File: config.mk
export PLATFORM = sky130hd
export DESIGN_NAME = flash_page_seq
export DESIGN_NICKNAME = d
export VERILOG_FILES = /design/src/rtl/fps_pkg.sv /design/src/rtl/fps_timer.sv /design/src/rtl/fps_store.sv /design/src/rtl/flash_page_seq.sv
export SDC_FILE = /design/constraint.sdc
export NUM_CORES = 2
export LEC_CHECK = 0
export BUFFER_PORTS_ARGS = -buffer_cell sky130_fd_sc_hd__buf_2
export CAP_MARGIN = 20
export CORE_MARGIN = 3
export CORE_UTILIZATION = 23
export CTS_BUF_LIST = sky130_fd_sc_hd__clkbuf_4
export DETAILED_ROUTE_END_ITERATION = 10
export HOLD_SLACK_MARGIN = 0.06
export PLACE_DENSITY_LB_ADDON = 0.2
export SLEW_MARGIN = 0
export SYNTH_ARGS = -nofsm -noshare
export SYNTH_HDL_FRONTEND = slang
export SYNTH_HIERARCHICAL = 1
export SYNTH_SLANG_ARGS = --single-unit
File: constraint.sdc
create_clock -name clk -period 4.1 [get_ports clk]
set_input_delay 0.82 -clock clk [delete_from_list [all_inputs] [get_ports clk]]
set_output_delay 0.82 -clock clk [all_outputs]
set_load 0.01 [all_outputs]
File: src/rtl/fps_pkg.sv
package fps_pkg;

    localparam logic [7:0] OP_XFER    = 8'h53;
    localparam logic [7:0] OP_CMP     = 8'h60;
    localparam logic [7:0] OP_ERPROG  = 8'h83;
    localparam logic [7:0] OP_PROG    = 8'h88;
    localparam logic [7:0] OP_PERASE  = 8'h81;
    localparam logic [7:0] OP_BERASE  = 8'h50;
    localparam logic [7:0] OP_REWRITE = 8'h58;

    typedef enum logic [2:0] {
        ST_IDLE,
        ST_XFER,
        ST_CMP,
        ST_ERASE,
        ST_PROG,
        ST_BERASE
    } fps_state_e;

    function automatic logic op_valid(input logic [7:0] op);
        return (op == OP_XFER) || (op == OP_CMP) || (op == OP_ERPROG) ||
               (op == OP_PROG) || (op == OP_PERASE) || (op == OP_BERASE) ||
               (op == OP_REWRITE);
    endfunction

endpackage

File: src/rtl/fps_timer.sv
module fps_timer #(
    parameter int CNT_W = 4
) (
    input  logic             clk,
    input  logic             rst_n,
    input  logic             load,
    input  logic [CNT_W-1:0] load_val,
    output logic             zero
);
    logic [CNT_W-1:0] cnt_q;

    always_ff @(posedge clk) begin
        if (!rst_n) begin
            cnt_q <= '0;
        end else if (load) begin
            cnt_q <= load_val;
        end else if (cnt_q != '0) begin
            cnt_q <= cnt_q - 1'b1;
        end
    end

    assign zero = (cnt_q == '0);
endmodule

File: src/rtl/fps_store.sv
module fps_store #(
    parameter int PAGE_BYTES  = 8,
    parameter int NUM_PAGES   = 32,
    parameter int BLOCK_PAGES = 8,
    parameter int PROT_PAGES  = 16,
    localparam int PAGE_W = $clog2(NUM_PAGES),
    localparam int BYTE_W = $clog2(PAGE_BYTES),
    localparam int BLK_W  = $clog2(BLOCK_PAGES)
) (
    input  logic              clk,
    input  logic              rst_n,
    input  logic              act_xfer,
    input  logic              act_cmp,
    input  logic              act_erase,
    input  logic              act_prog,
    input  logic              act_berase,
    input  logic [PAGE_W-1:0] pg,
    input  logic              wp_n_q,
    input  logic              host_we,
    input  logic [BYTE_W-1:0] host_addr,
    input  logic [7:0]        host_wdata,
    output logic [7:0]        host_rdata,
    output logic              cmp_diff
);
    logic [7:0]        mem_q [NUM_PAGES][PAGE_BYTES];
    logic [7:0]        buf_q [PAGE_BYTES];
    logic              diff;
    logic [PAGE_W-1:0] blk_base;

    function automatic logic locked(input logic [PAGE_W-1:0] p, input logic wpn);
        return !wpn && (int'(p) < PROT_PAGES);
    endfunction

    assign blk_base   = (pg >> BLK_W) << BLK_W;
    assign host_rdata = buf_q[host_addr];

    always_comb begin
        diff = 1'b0;
        for (int b = 0; b < PAGE_BYTES; b++) begin
            diff = diff | (mem_q[pg][b] != buf_q[b]);
        end
    end

    always_ff @(posedge clk) begin
        if (act_erase && !locked(pg, wp_n_q)) begin
            for (int b = 0; b < PAGE_BYTES; b++) mem_q[pg][b] <= 8'hFF;
        end
        if (act_prog && !locked(pg, wp_n_q)) begin
            for (int b = 0; b < PAGE_BYTES; b++) mem_q[pg][b] <= mem_q[pg][b] & buf_q[b];
        end
        if (act_berase) begin
            for (int p = 0; p < BLOCK_PAGES; p++) begin
                if (!locked(blk_base + PAGE_W'(p), wp_n_q)) begin
                    for (int b = 0; b < PAGE_BYTES; b++) mem_q[blk_base + PAGE_W'(p)][b] <= 8'hFF;
                end
            end
        end
    end

    always_ff @(posedge clk) begin
        if (act_xfer) begin
            for (int b = 0; b < PAGE_BYTES; b++) buf_q[b] <= mem_q[pg][b];
        end else if (host_we) begin
            buf_q[host_addr] <= host_wdata;
        end
    end

    always_ff @(posedge clk) begin
        if (!rst_n) begin
            cmp_diff <= 1'b0;
        end else if (act_cmp) begin
            cmp_diff <= diff;
        end
    end
endmodule

File: src/rtl/flash_page_seq.sv
module flash_page_seq
    import fps_pkg::*;
#(
    parameter int PAGE_BYTES  = 8,
    parameter int NUM_PAGES   = 32,
    parameter int BLOCK_PAGES = 8,
    parameter int PROT_PAGES  = 16,
    parameter int T_XFER      = 5,
    parameter int T_CMP       = 4,
    parameter int T_ERASE     = 7,
    parameter int T_PROG      = 9,
    parameter int T_BERASE    = 11,
    localparam int PAGE_W = $clog2(NUM_PAGES),
    localparam int BYTE_W = $clog2(PAGE_BYTES),
    localparam int MAX_A  = (T_XFER > T_CMP) ? T_XFER : T_CMP,
    localparam int MAX_B  = (T_ERASE > T_PROG) ? T_ERASE : T_PROG,
    localparam int MAX_C  = (MAX_A > MAX_B) ? MAX_A : MAX_B,
    localparam int MAX_T  = (MAX_C > T_BERASE) ? MAX_C : T_BERASE,
    localparam int CNT_W  = $clog2(MAX_T) + 1
) (
    input  logic              clk,
    input  logic              rst_n,
    input  logic              start,
    input  logic [7:0]        opcode,
    input  logic [PAGE_W-1:0] page,
    input  logic              wp_n,
    input  logic              buf_we,
    input  logic [BYTE_W-1:0] buf_addr,
    input  logic [7:0]        buf_wdata,
    output logic [7:0]        buf_rdata,
    output logic              busy,
    output logic              rdy_pull_low,
    output logic              cmp_diff
);
    fps_state_e        state_q, state_d;
    logic [7:0]        op_q;
    logic [PAGE_W-1:0] page_q;
    logic              wp_q;
    logic              accept, tmr_zero, tmr_load;
    logic [CNT_W-1:0]  tmr_val;
    logic              act_xfer, act_cmp, act_erase, act_prog, act_berase;

    assign accept = (state_q == ST_IDLE) && start && op_valid(opcode);

    // state register and command latch
    always_ff @(posedge clk) begin
        if (!rst_n) begin
            state_q <= ST_IDLE;
            op_q    <= '0;
            page_q  <= '0;
            wp_q    <= 1'b1;
        end else begin
            state_q <= state_d;
            if (accept) begin
                op_q   <= opcode;
                page_q <= page;
                wp_q   <= wp_n;
            end
        end
    end

    // next-state logic
    always_comb begin
        state_d = state_q;
        unique case (state_q)
            ST_IDLE: begin
                if (accept) begin
                    unique case (opcode)
                        OP_XFER, OP_REWRITE:   state_d = ST_XFER;
                        OP_CMP:                state_d = ST_CMP;
                        OP_ERPROG, OP_PERASE:  state_d = ST_ERASE;
                        OP_PROG:               state_d = ST_PROG;
                        default:               state_d = ST_BERASE;
                    endcase
                end
            end
            ST_XFER:   if (tmr_zero) state_d = (op_q == OP_REWRITE) ? ST_ERASE : ST_IDLE;
            ST_CMP:    if (tmr_zero) state_d = ST_IDLE;
            ST_ERASE:  if (tmr_zero) state_d = (op_q == OP_PERASE) ? ST_IDLE : ST_PROG;
            ST_PROG:   if (tmr_zero) state_d = ST_IDLE;
            ST_BERASE: if (tmr_zero) state_d = ST_IDLE;
            default:   state_d = ST_IDLE;
        endcase
    end

    // outputs, phase actions and timer load
    always_comb begin
        busy       = (state_q != ST_IDLE);
        act_xfer   = tmr_zero && (state_q == ST_XFER);
        act_cmp    = tmr_zero && (state_q == ST_CMP);
        act_erase  = tmr_zero && (state_q == ST_ERASE);
        act_prog   = tmr_zero && (state_q == ST_PROG);
        act_berase = tmr_zero && (state_q == ST_BERASE);
        tmr_load   = (state_d != state_q) && (state_d != ST_IDLE);
        unique case (state_d)
            ST_XFER:   tmr_val = CNT_W'(T_XFER - 1);
            ST_CMP:    tmr_val = CNT_W'(T_CMP - 1);
            ST_ERASE:  tmr_val = CNT_W'(T_ERASE - 1);
            ST_PROG:   tmr_val = CNT_W'(T_PROG - 1);
            ST_BERASE: tmr_val = CNT_W'(T_BERASE - 1);
            default:   tmr_val = '0;
        endcase
    end

    assign rdy_pull_low = busy;

    fps_timer #(.CNT_W(CNT_W)) u_timer (
        .clk      (clk),
        .rst_n    (rst_n),
        .load     (tmr_load),
        .load_val (tmr_val),
        .zero     (tmr_zero)
    );

    fps_store #(
        .PAGE_BYTES  (PAGE_BYTES),
        .NUM_PAGES   (NUM_PAGES),
        .BLOCK_PAGES (BLOCK_PAGES),
        .PROT_PAGES  (PROT_PAGES)
    ) u_store (
        .clk        (clk),
        .rst_n      (rst_n),
        .act_xfer   (act_xfer),
        .act_cmp    (act_cmp),
        .act_erase  (act_erase),
        .act_prog   (act_prog),
        .act_berase (act_berase),
        .pg         (page_q),
        .wp_n_q     (wp_q),
        .host_we    (buf_we && !busy),
        .host_addr  (buf_addr),
        .host_wdata (buf_wdata),
        .host_rdata (buf_rdata),
        .cmp_diff   (cmp_diff)
    );
endmodule

== After elaboration in Yosys (flattened, before gate mapping) ==
Memories as Yosys holds them, arrays and structs flattened. A register that Yosys moved wholly into a read port is not among the register bits.
Cells that the tools add are included.

* Register bits after elaboration: 23
* Bits in writable memories: 2112
* Input bits: 29
* Output and inout port bits: 11
* Logic and storage cells: 176
* Memories kept: 2

{| class="wikitable"
|+ Memories
! name !! depth !! bits a word !! rd ports !! clocked after Yosys merged registers in !! wr ports !! RTL line !! RTL
|-
| u_store.mem_q || 32 || 64 || 1 || 1 || 8 || fps_store.sv:25 || <nowiki>logic [7:0] mem_q [NUM_PAGES][PAGE_BYTES];</nowiki>
|-
| u_store.buf_q || 8 || 8 || 9 || 0 || 8 || fps_store.sv:26 || <nowiki>logic [7:0] buf_q [PAGE_BYTES];</nowiki>
|}

* Add/sub/neg operators: 8
* Order comparisons: 9
* Equality and inequality tests: 28
* Mux-type cells: 60
* Bitwise logic cells: 23
* Reduce and logical (&&, ||, !) cells: 40

{| class="wikitable"
|+ Operators with widths
! kind !! number
|-
| 8-bit two-way mux || 10
|-
| 8-bit bitwise AND || 8
|-
| 64-bit two-way mux || 1
|-
| 8-bit != test || 8
|-
| 64-bit OR reduction || 1
|-
| 5-bit less-than comparator, second input constant || 9
|-
| 8-bit by 7-bit equality test with 1-bit output, second input constant || 5
|-
| 1-bit two-way mux || 34
|-
| 8-bit equality test, second input constant || 4
|-
| 5-bit two-way mux || 5
|-
| 3-bit one-hot mux with 4 select lines || 2
|-
| 5-bit by 3-bit adder with 5-bit output, second input constant || 4
|-
| 1-bit logical AND || 20
|-
| 4-bit one-hot mux with 5 select lines || 1
|-
| 3-bit two-way mux || 6
|-
| 1-bit bitwise OR || 15
|-
| 3-bit by 2-bit equality test with 1-bit output, second input constant || 4
|-
| 3-bit equality test, second input constant || 4
|-
| 5-bit by 2-bit adder with 5-bit output, second input constant || 2
|-
| 8-bit OR reduction || 1
|-
| 3-bit by 1-bit equality test with 1-bit output, second input constant || 2
|-
| 1-bit logical OR || 6
|-
| 3-bit nonzero test || 2
|-
| 5-bit by 1-bit adder with 5-bit output, second input constant || 1
|-
| other kinds (10) || 13
|}

== Longest topological paths before layout ==
* Word-level depth: 13
* Gate-level depth with buffers: 13
* Gate-level depth less buffers: 11

== Cells and area by module ==
Netlist, hierarchy kept.

{| class="wikitable"
|+ By module, submodules not included
! module !! instances !! cells an instance !! area an instance (um^2) !! sequential area each (um^2)
|-
| fps_store || 1 || 9459 || 88214.6 || 42941.2
|-
| flash_page_seq || 1 || 117 || 1008.5 || 340.3
|-
| fps_timer || 1 || 34 || 300.3 || 100.1
|}

== Worst setup path before layout ==
OpenSTA, ideal clock, no wires.

* Path type: input port to output port
* Start point: in buf_addr[0]
* End point: out buf_rdata[0]
* Arrival: 2.137 ns
* Data required time: 3.280 ns
* Path slack: 1.143 ns
* Stages on the path: 4
* Cell sequence: buf_2 -> buf_2 -> mux4_2 -> mux2_2

* Cells in the longest elaborated chain, start to end: 1

{| class="wikitable"
|+ Ends and longest elaborated chain
! item !! RTL line !! RTL
|-
| from (decl) || flash_page_seq.sv:28 || <nowiki>input logic [BYTE_W-1:0] buf_addr,</nowiki>
|-
| memory read 8 x 8 bit || n/a ||
|-
| to (decl) || flash_page_seq.sv:30 || <nowiki>output logic [7:0] buf_rdata,</nowiki>
|}

No other way between the ends.

==> flow_summary.ini <==
[detailed_routing]
drt-wirelength-per-cell_um = 24.1
drt_iter0_drc = 5965
drc_errors = 0
firstDrtPassIters = 6
dr_total_vias = 76700
viasPerCell = 5.02
routed_wl_mm = 369
drtAntennaViolNets = 0

[logic_synthesis]
synth_area_per_cell_sq_um = 9.32
yosysWarnings = 6
synth.top_cells.by_area = dfxtp_1 (46%), o211ai_1 (17%), mux2i_1 (12%)
synth_top_area_frac = 0.463
synth_enable_flop_cells = 64
seq_area_frac_synth = 0.485
yosysTopAreaCell = dfxtp_1
postSynth.asyncResetShare = 0
synth.distinct_cells = 58
ys.flop_type = dfxtp_1
syn_inst = 9610
synth_area_sq_um = 89500
synth-seq-cells = 2135
synthesis.nets = 9704

[die]
die_h_um = 630
io_pins = 40
chipWidth_um = 630
core_area_sq_um = 387000
dieArea_sq_um = 397000
num_rows = 228
initial_core_util = 0.232

[setup_path]
critPathRequiredTime_ps = 3280
startpoint_type = flip-flop
cp.arrival_ps = 3100
cp-end-kind = output port
critical_path_class = reg2out
crit_fanout = 2

[clock_network]
clockBufferDepth = 4
cts_buffers = 618
h-tree-depth = 6
cts-root-buf = clkbuf_4
insertion_delay_ps = 1570
cts_tree = done
cts.sinks = 2135
cts.clk_slew.worst_paths_ps = 70

[place]
post-place-ws_ps = -516
portBuffers = 39
place.gp.congestion = 0.795
hpwl_mm = 205

[pwr]
netSwitchingPower_mw = 11.9
p_clk_frac = 0.452
comb_power_share = 0.079
p_sw_frac = 0.258
ir_drop_mv = 0.256
power_density_nw_per_um2 = 436
intPower_mw = 34.2
power.leakage_nw = 34.7
p_seq_frac = 0.469
total_power_mw = 46.1

[min_path]
hp-class = in2reg

[sta]
rsz0062_at_grt = false
fin_crit_sh = 0.957
worst_slew_pin_slew_ps = 1180
finalClockSkew_ps = 175
drv_slew = 0
clock.fmax_mhz = 255
finalSetupViolations = 0
relSlewSlack = 0.211
hold_viol_final = 0
fin_crit_ps = 3920
worst_slack_ps = 175

[run]
drv_cap = 0

[layout]
synthToLayoutAreaGrowth_pct = 18.0
utilization = 0.273
layout-drive-gt1-share = 0.162
fin_nets = 9729
fillers = 40900

[global_routing]
grt.overflow.total = 0
grt_pass1_wl_mm = 532
antenna_found_initial = 28
grt_max_degree = 183
grt_pass1_vias = 75100
grt_util_all_layers = 0.179

[status]
outcome = finished clean
[stage by stage]
stage | setup TNS, ps | hold slack (ps) | std cells | instance area, sq um
floorplan | 0 | 405 | 9610 | 89500
global placement | -545 | 412 | 14100 | 96800
detailed placement | -516 | 422 | 14100 | 96800
CTS | 0 | 97.2 | 15300 | 105000
global route | 0 | 196 | 15300 | 106000
finish | 0 | 315 | 15300 | 106000
[cell families (layout without fill, tap and decap cells)]
kind of cell / count (synthesis) / after routing / synth area share
compound gates: 2655 / 2655 / 0.215
simple gates: 2544 / 2544 / 0.115
flops: 2135 / 2135 / 0.485
buf+inv: 1150 / 1621 / 0.0556
mux: 1059 / 1059 / 0.121
fa+ha+maj: 65 / 65 / 0.00908
other cells: 1 / 24 / 0.0000419
xor+xnor: 1 / 1 / 0.0000979
[sequential cells by signal, summed over array words and instances (netlist names)]
signal            count
op_q                  8
page_q                5
state_q               3
u_store/buf_q        64
u_store/cmp_diff      1
u_store/mem_q      2048
u_timer/cnt_q         5
wp_q                  1
[critical path, stage by stage (launching register included)]
cell and delay, ps:
edfxtp_1 400, buf_6 160, mux4_2 530, mux2_4 350, buf_6 140
[power groups by stage]
stage | Combinational (mW) | Sequential [mW] | Clock [mW]
4_1_cts | 3.65 | 21.6 | 21.5
3_3_place_gp | 3.55 | 22.1 | 0
6_report | 3.62 | 21.6 | 20.8
3_5_place_dp | 3.55 | 22.1 | 0
5_1_grt | 3.93 | 21.7 | 22.7
2_1_floorplan | 1.80 | 22.0 | 0
[what timing repair did]
action,CTS,global route
setup buffers,11,3
hold buffers,51,0
gates cloned,0,0
endpoints found under the setup margin,6,1
gates resized for setup,14,7
endpoints found under the hold margin,87,0
[cell usage in the layout (no fill, tap or decap), drive strengths merged, types with 6 or more instances in the layout]
master,instances
nor2,138
nor4,145
nor3,7
o211ai,2049
a21oi,8
mux2i,1035
diode,23
mux2,8
and2,7
nand2,2133
nor3b,6
nand4bb,6
clkinvlp,9
inv,22
nand2b,9
clkbuf,932
bufinv,15
clkinv,98
edfxtp,64
o21ai,7
nor2b,18
o22ai,513
buf,494
dlygate4sd3,51
nand3,35
mux4,16
a31oi,67
dfxtp,2071
nand4,14
ha,65
[area by class of cell]
| cell class | instances | area [sq um] | share of cell area |
|---|---|---|---|
| clock buffer | 932 | 7000 | 0.0662 |
| tap | 5175 | 6470 | 0.0613 |
| timing repair buffer | 545 | 5790 | 0.0548 |
| sequential | 2135 | 43400 | 0.411 |
| antenna | 23 | 57.6 | 0.000545 |
| inverter | 10 | 37.5 | 0.000355 |
| multi-input combinational | 6325 | 41900 | 0.396 |
| clock inverter | 134 | 1030 | 0.00972 |
[cell usage after synthesis (12+ instances only)]
cell type	number
nor2b_1	18
ha_1	65
buf_6	12
clkbuf_1	590
buf_4	19
nand3_1	35
nor4_1	145
buf_1	122
nand2_1	2133
o211ai_1	2049
nor2_1	137
dfxtp_1	2071
buf_2	396
mux2i_1	1035
mux4_2	16
o22ai_1	513
nand4_1	13
edfxtp_1	64
a31oi_1	65
[metal layers]
layer  track usage  vias up  share of wire
li1              -    35800              -
met1         0.245    37900           0.46
met2         0.287     2388           0.45
met3        0.0281      568          0.057
met4        0.0581        6          0.028
met5             0        -        0.00011
[path summary, 6_finish.rpt]
check,to,slack (ps),start,cells past startpoint
max,buf_rdata[4],180,u_store/buf_q[5][4],4
min,u_store/buf_q[1][7],320,buf_addr[2],5
max reg2reg,u_store/cmp_diff,270,page_q[1],14
min reg2reg,u_store/mem_q[9][58],480,u_store/mem_q[9][58],2
Power figures use the tool's default switching activity.
